--- config.mk ---
export PLATFORM = sky130hd
export DESIGN_NAME = hs_read_bridge
export DESIGN_NICKNAME = d
export VERILOG_FILES = /design/src/rtl/hs_pkg.sv /design/src/rtl/hs_sync.sv /design/src/rtl/hs_ctrl_core.sv /design/src/rtl/hs_read_bridge.sv
export SDC_FILE = /design/constraint.sdc
export NUM_CORES = 1
export LEC_CHECK = 0
export ABC_AREA = 1
export ABC_CLOCK_PERIOD_IN_PS = 2200
export BUFFER_PORTS_ARGS = -buffer_cell sky130_fd_sc_hd__buf_2
export CAP_MARGIN = 20
export CORE_AREA = 5 5 42 44
export DETAILED_ROUTE_END_ITERATION = 8
export DIE_AREA = 0 0 47 49
export PLACE_DENSITY = 0.49
export SLEW_MARGIN = 40
export SYNTH_ARGS = -nofsm -noshare
export SYNTH_HDL_FRONTEND = slang
export SYNTH_HIERARCHICAL = 1
export SYNTH_SLANG_ARGS = --single-unit
--- constraint.sdc ---
create_clock -name clk -period 2.2 [get_ports clk]
set_clock_uncertainty 0.15 [all_clocks]
set_input_delay 0.22 -clock clk [delete_from_list [all_inputs] [get_ports clk]]
set_output_delay 0.22 -clock clk [all_outputs]
set_load 0.02 [all_outputs]
--- src/rtl/hs_pkg.sv ---
package hs_pkg;
    typedef struct packed {
        logic ack;     // bus acknowledge
        logic strobe;  // device strobe
        logic xcvr;    // transceiver enable
        logic phase;   // separates the two uses of the shared pin code
    } hs_state_t;

    localparam hs_state_t HS_IDLE = '{ack: 1'b0, strobe: 1'b0, xcvr: 1'b0, phase: 1'b0};
endpackage

--- src/rtl/hs_sync.sv ---
module hs_sync #(
    parameter int WIDTH  = 2,
    parameter int STAGES = 2
) (
    input  logic             clk,
    input  logic             rst,
    input  logic [WIDTH-1:0] din,
    output logic [WIDTH-1:0] dout
);
    logic [WIDTH-1:0] chain_q [STAGES];

    always_ff @(posedge clk) begin
        if (rst) begin
            for (int i = 0; i < STAGES; i++) chain_q[i] <= '0;
        end else begin
            chain_q[0] <= din;
            for (int i = 1; i < STAGES; i++) chain_q[i] <= chain_q[i-1];
        end
    end

    assign dout = chain_q[STAGES-1];
endmodule

--- src/rtl/hs_ctrl_core.sv ---
module hs_ctrl_core
    import hs_pkg::*;
(
    input  logic      clk,
    input  logic      rst,
    input  logic      strobe_s,
    input  logic      dack_s,
    output hs_state_t state_o
);
    hs_state_t st_d, st_q;

    always_comb begin
        st_d = st_q;
        if (!st_q.phase && !st_q.ack && !st_q.strobe && !st_q.xcvr && strobe_s && !dack_s)
            st_d.phase = 1'b1;                       // open a new cycle
        else if (st_q.phase && !st_q.strobe && !st_q.xcvr && !st_q.ack && strobe_s && !dack_s)
            st_d.strobe = 1'b1;                      // request the device
        else if (st_q.phase && st_q.strobe && dack_s && !st_q.xcvr && !st_q.ack && strobe_s)
            st_d.xcvr = 1'b1;                        // device answered: enable data
        else if (st_q.xcvr && !st_q.ack)
            st_d.ack = 1'b1;                         // acknowledge the bus
        else if (st_q.xcvr && st_q.ack && !strobe_s)
            st_d.xcvr = 1'b0;                        // bus released
        else if (st_q.phase && st_q.ack && !st_q.xcvr && !strobe_s)
            st_d.phase = 1'b0;                       // enter return phase
        else if (!st_q.phase && st_q.ack && !strobe_s)
            st_d.ack = 1'b0;                         // bus branch first
        else if (!st_q.phase && st_q.strobe && dack_s && !st_q.xcvr)
            st_d.strobe = 1'b0;                      // device branch
    end

    always_ff @(posedge clk) begin
        if (rst) st_q <= HS_IDLE;
        else     st_q <= st_d;
    end

    assign state_o = st_q;
endmodule

--- src/rtl/hs_read_bridge.sv ---
module hs_read_bridge
    import hs_pkg::*;
#(
    parameter int SYNC_STAGES = 2
) (
    input  logic clk,
    input  logic rst,
    input  logic bus_strobe,
    input  logic dev_ack,
    output logic bus_ack,
    output logic dev_strobe,
    output logic xcvr_en
);
    localparam int NUM_ASYNC = 2;

    logic [NUM_ASYNC-1:0] raw_in, sync_out;
    logic                 strobe_sync, dack_sync, phase;
    hs_state_t            state;

    assign raw_in = {dev_ack, bus_strobe};

    hs_sync #(.WIDTH(NUM_ASYNC), .STAGES(SYNC_STAGES)) i_sync (
        .clk (clk),
        .rst (rst),
        .din (raw_in),
        .dout(sync_out)
    );

    assign strobe_sync = sync_out[0];
    assign dack_sync   = sync_out[1];

    hs_ctrl_core i_core (
        .clk     (clk),
        .rst     (rst),
        .strobe_s(strobe_sync),
        .dack_s  (dack_sync),
        .state_o (state)
    );

    assign bus_ack    = state.ack;
    assign dev_strobe = state.strobe;
    assign xcvr_en    = state.xcvr;
    assign phase      = state.phase;
endmodule

# --- Word-level counts from Yosys, hierarchy flattened ---
# Memory sizes are Yosys's and may differ from the RTL's.
# Index checks and enable logic that the tools add are counted.
op_classes:
  eq_ne: 12
  n_mux: 21
  n_bitwise: 5
  reduce_logical: 40
op_table:
  columns: ["cell", "n"]
  rows:
  - ["1-bit logical AND", 26]
  - ["2-bit by 1-bit inequality test with 1-bit output (second input constant)", 12]
  - ["1-bit 2-to-1 mux", 16]
  - ["2-bit 2-to-1 mux", 4]
  - ["2-bit nonzero test", 4]
  - ["7-bit AND reduction", 1]
  - ["1-bit zero test", 6]
  - ["6-bit AND reduction", 1]
  - ["5-bit AND reduction", 1]
  - ["4-bit AND reduction", 1]
  - ["3-bit 2-to-1 mux", 1]
  - ["1-bit NOT", 3]
  - ["1-bit bitwise OR", 2]
word_totals:
  regBits: 4
  ram_bits: 4
  out_inout_bits: 3
  wordCells: 83
  mem_count: 1
mem_list:
  columns: ["memory", "depth", "width", "read_ports", "rd_clocked_by_memory_dff", "write_ports", "line_no", "source"]
  rows:
  - ["i_sync.chain_q", 2, 2, 2, 0, 2, "hs_sync.sv:10", "logic [WIDTH-1:0] chain_q [STAGES];"]

# --- Logic depth before layout (Yosys ltp) ---
logic_depth:
  depth_word: 12
  ltp_mapped: 8

# --- Hierarchy ---
# The synthesis kept the hierarchy.
by_module_without_submodules:
  columns: ["mod", "n_inst", "cells_each", "area_per_inst_um2"]
  rows:
  - ["hs_ctrl_core", 1, 33, 215.2]
  - ["hs_sync", 1, 14, 125.1]

# --- Worst setup path before layout ---
# OpenSTA, ideal clock, no wires.
synth_path:
  kind: "reg-to-reg"
  from: "register i_core.st_q (netlist bit i_core/state_o[3])"
  to: "register i_core.st_q (netlist bit i_core/state_o[2])"
  setup_ps: 115
  arrival_ps: 912
  required_time_ps: 1935
  slack_ps: 1023
  stages_incl_launch_ff: 8
  period_less_slack_ps: 1177
  cell_sequence: "dfxtp_1 -> inv_1 -> nand2_1 -> nand2_1 -> inv_1 -> nand2_1 -> nand2_1 -> a21oi_2"
synth_via:
  elab_chain_cells: 8
  word_cells_on_any_way: 28
  classes_between: "eq/ne: 5; mux: 1; bitwise: 1; reduce/logical: 21"
synth_rtl:
  columns: ["item", "line_no", "source"]
  rows:
  - ["start, declared", "hs_ctrl_core.sv:10", "hs_state_t st_d, st_q;"]
  - ["start signal, assigned", "hs_ctrl_core.sv:34", "else st_q <= st_d;"]
  - ["1-bit zero test", null, null]
  - ["1-bit logical AND (5 in series)", "hs_ctrl_core.sv:14", "if (!st_q.phase && !st_q.ack && !st_q.strobe && !st_q.xcvr && strobe_s && !dack_s)"]
  - ["1-bit NOT (no source line)", null, null]
  - ["7-bit AND reduction (no source line)", null, null]
# Several ways; a longest one is shown, not always the timed one.
# A chain may end at the register's enable or synchronous reset.

# --- Worst setup path after layout ---
layout_path:
  from: "register i_core.st_q (netlist bit i_core/state_o[3])"
  to: "output bus_ack"
layout_rtl:
  columns: ["item", "line_no", "source"]
  rows:
  - ["end, declared", "hs_read_bridge.sv:10", "output logic bus_ack,"]
# No word-level cell between the ends.

==> flow_metrics.tcl <==
set metrics [dict create \
    synth-xor-area-share_pct 0 \
    port_buffers 6 \
    synth_mux_area_share_pct 0 \
    placedCellCount 67 \
    p_leak_nw 0.175 \
    area_growth_syn_to_layout_pct 16.9 \
    cts_hold_buf 0 \
    placed_area_um2 375 \
    critPathSlowestCell "dfxtp_1" \
    synthSimpleGateAreaFrac_pct 28.3 \
    routabilityCongestion 0.731 \
    wire_per_inst_um 8.44 \
    synth_seq_cells 8 \
    worstPathCellList "buf_2" \
    crit_type "flip-flop to output pin" \
    slew_viol_final 0 \
    maxCapViolCount 0 \
    cts_buffers 3 \
    syn_inst 47 \
    cts.sinks 8 \
    end_kind "output pin" \
    r2r_slack_ps 1080 \
    fmax_mhz 787 \
    antenna_found_initial 0 \
    min_period_over_period_pct 57.8 \
    synth-compound-area-share_pct 9.19 \
    final_cell_area_um2 398 \
    synth_top_family_by_area "simple AND/OR/NAND/NOR gates" \
    hold_viol 0 \
    clk_pin_slew_ps 50 \
    irDropWorstVdd_v 0.000308 \
    multiInputGateArea_um2 128 \
    rows 14 \
    path_buf_inv 1 \
    hold_path.class "primary input to flip-flop" \
    drc 0 \
    drt_iter0_drc 7 \
    finalPower_uw 271 \
    num-nets-final 60 \
    syn_avg_cell_area_um2 7.24 \
    finalSetupViolations 0 \
    seqCellArea_um2 160 \
    route.vias.total 289 \
    cpPeakStageDelay_ps 440 \
    netlist_area_um2 340 \
    tightest_slew_ps 237 \
    totalWireLength_um 591 \
    dp_hpwl_um 449 \
    grt_use_total_pct 5.99 \
    antenna_left 0 \
    num-fill-cells 165 \
    startpoint_type "flip-flop" \
    required_ps 1830 \
    slew-limit-headroom_pct 84.2 \
    path_delay_family "flip-flops" \
    cts_root_buf "clkbuf_4" \
    ctsResizeCount 0 \
    yosys_warnings 6 \
    firstDrtPassIters 3 \
    ys_types 13 \
    n_antenna_cell 0 \
    htreeDepth 1 \
    grt_pass1_wl_um 979 \
    worstPathMaxFanout 8 \
    synth-seq-area-share_pct 47.1 \
    clock_latency_ps 240 \
    grt_pass1_vias 246 \
    layout-drive-gt1-share_pct 22.2 \
    postCtsSetupBuffers 0 \
    grt_max_degree 9 \
    core_area_um2 1400 \
    crit_arrival_ps 900 \
    status "complete, no violations" \
    die_area_um2 2300 \
    synthAdderAreaFrac_pct 0 \
    grt-ovfl-total 0 \
    synth_fp_nets 51 \
    period_needed_ps 1270 \
    fin_setup_tns_ps 0 \
    ioPinCount 7 \
    p_per_area_nw_per_um2 682 \
    cts_tree "yes" \
    rsz0062_at_grt "no" \
    final_cell_count_no_fill 70 \
    die_y_um 49 \
    viasPerCell 4.13 \
    synth.top_cell.area_share_pct 47.1 \
    synth_area_leader_cell "dfxtp_1" \
    start_util_pct 24.3 \
    clockBufferDepth 2 \
    die-width_um 47 \
    yosys-top-cells-area "dfxtp_1, nor2_1, inv_1" \
]
routing by layer:
layer	vias to the layer above	part of all wire (%)	GRT usage [%]
met4	0	0.85	5.53
met5	-	0	0
met3	2	6.8	2.58
li1	164	-	-
met2	5	44	7.47
met1	118	48	7.28
cells by family (layout without fill, tap and decap cells):
| group | after synthesis | in the layout |
|---|---|---|
| AO/OA/AOI/OAI | 5 | 5 |
| buffers and inverters | 12 | 19 |
| flip-flops | 8 | 8 |
| AND/OR/NAND/NOR | 22 | 22 |
sequential cells by signal (all words and copies together) (netlist names):
name            flops
i_sync/chain_q      4
i_core/state_o      4
placed cells by master (no fill, tap or decap), drive strengths merged:
cell,count
nor2,10
inv,10
dfxtp,8
buf,6
nand2,5
nand4,4
clkbuf,3
a21oi,3
nand3,2
o31ai,1
nor3,1
o21ai,1
cell usage after synthesis:
cell type,count
o21ai_0,1
nor3_1,1
nor2_1,10
o31ai_1,1
nand4_1,4
nand3_1,2
inv_2,2
nand2_1,5
inv_1,8
a21oi_1,2
buf_4,2
a21oi_2,1
dfxtp_1,8
stage by stage:
stage / setup WS [ps] / hold WS, ps / utilization (%)
3_3_place_gp: 1090 / 240 / 26.8
2_1_floorplan: 1020 / 132 / -
5_1_grt: 864 / 35.3 / 28.4
3_5_place_dp: 1080 / 245 / 26.8
6_report: 929 / 21.7 / 28.4
4_1_cts: 912 / 14.9 / 28.4
power breakdown:
group | total [mW] | internal, mW | leakage, nW | switching [mW]
clock | 0.105 | 0.0620 | 0.0138 | 0.0433
combinational | 0.0132 | 0.00535 | 0.0958 | 0.00788
sequential | 0.153 | 0.150 | 0.0654 | 0.00295
total | 0.271 | 0.217 | 0.175 | 0.0542
path summary, 6_finish.rpt:
kind,endpoint,startpoint,depth (start not counted)
max reg2reg,i_core/state_o[2],i_core/state_o[3],7
max,bus_ack,i_core/state_o[3],1
min,i_sync/chain_q[0][1],dev_ack,3
min reg2reg,i_sync/chain_q[0][3],i_sync/chain_q[0][1],2
final cells by class:
class	count	area share, %
timing repair buffer	6	7.55
inverter	10	9.43
tap	16	5.03
clock buffer	3	5.66
multi-input combinational	27	32.1
sequential	8	40.3
No activity file was read; power rests on OpenSTA's default activity.
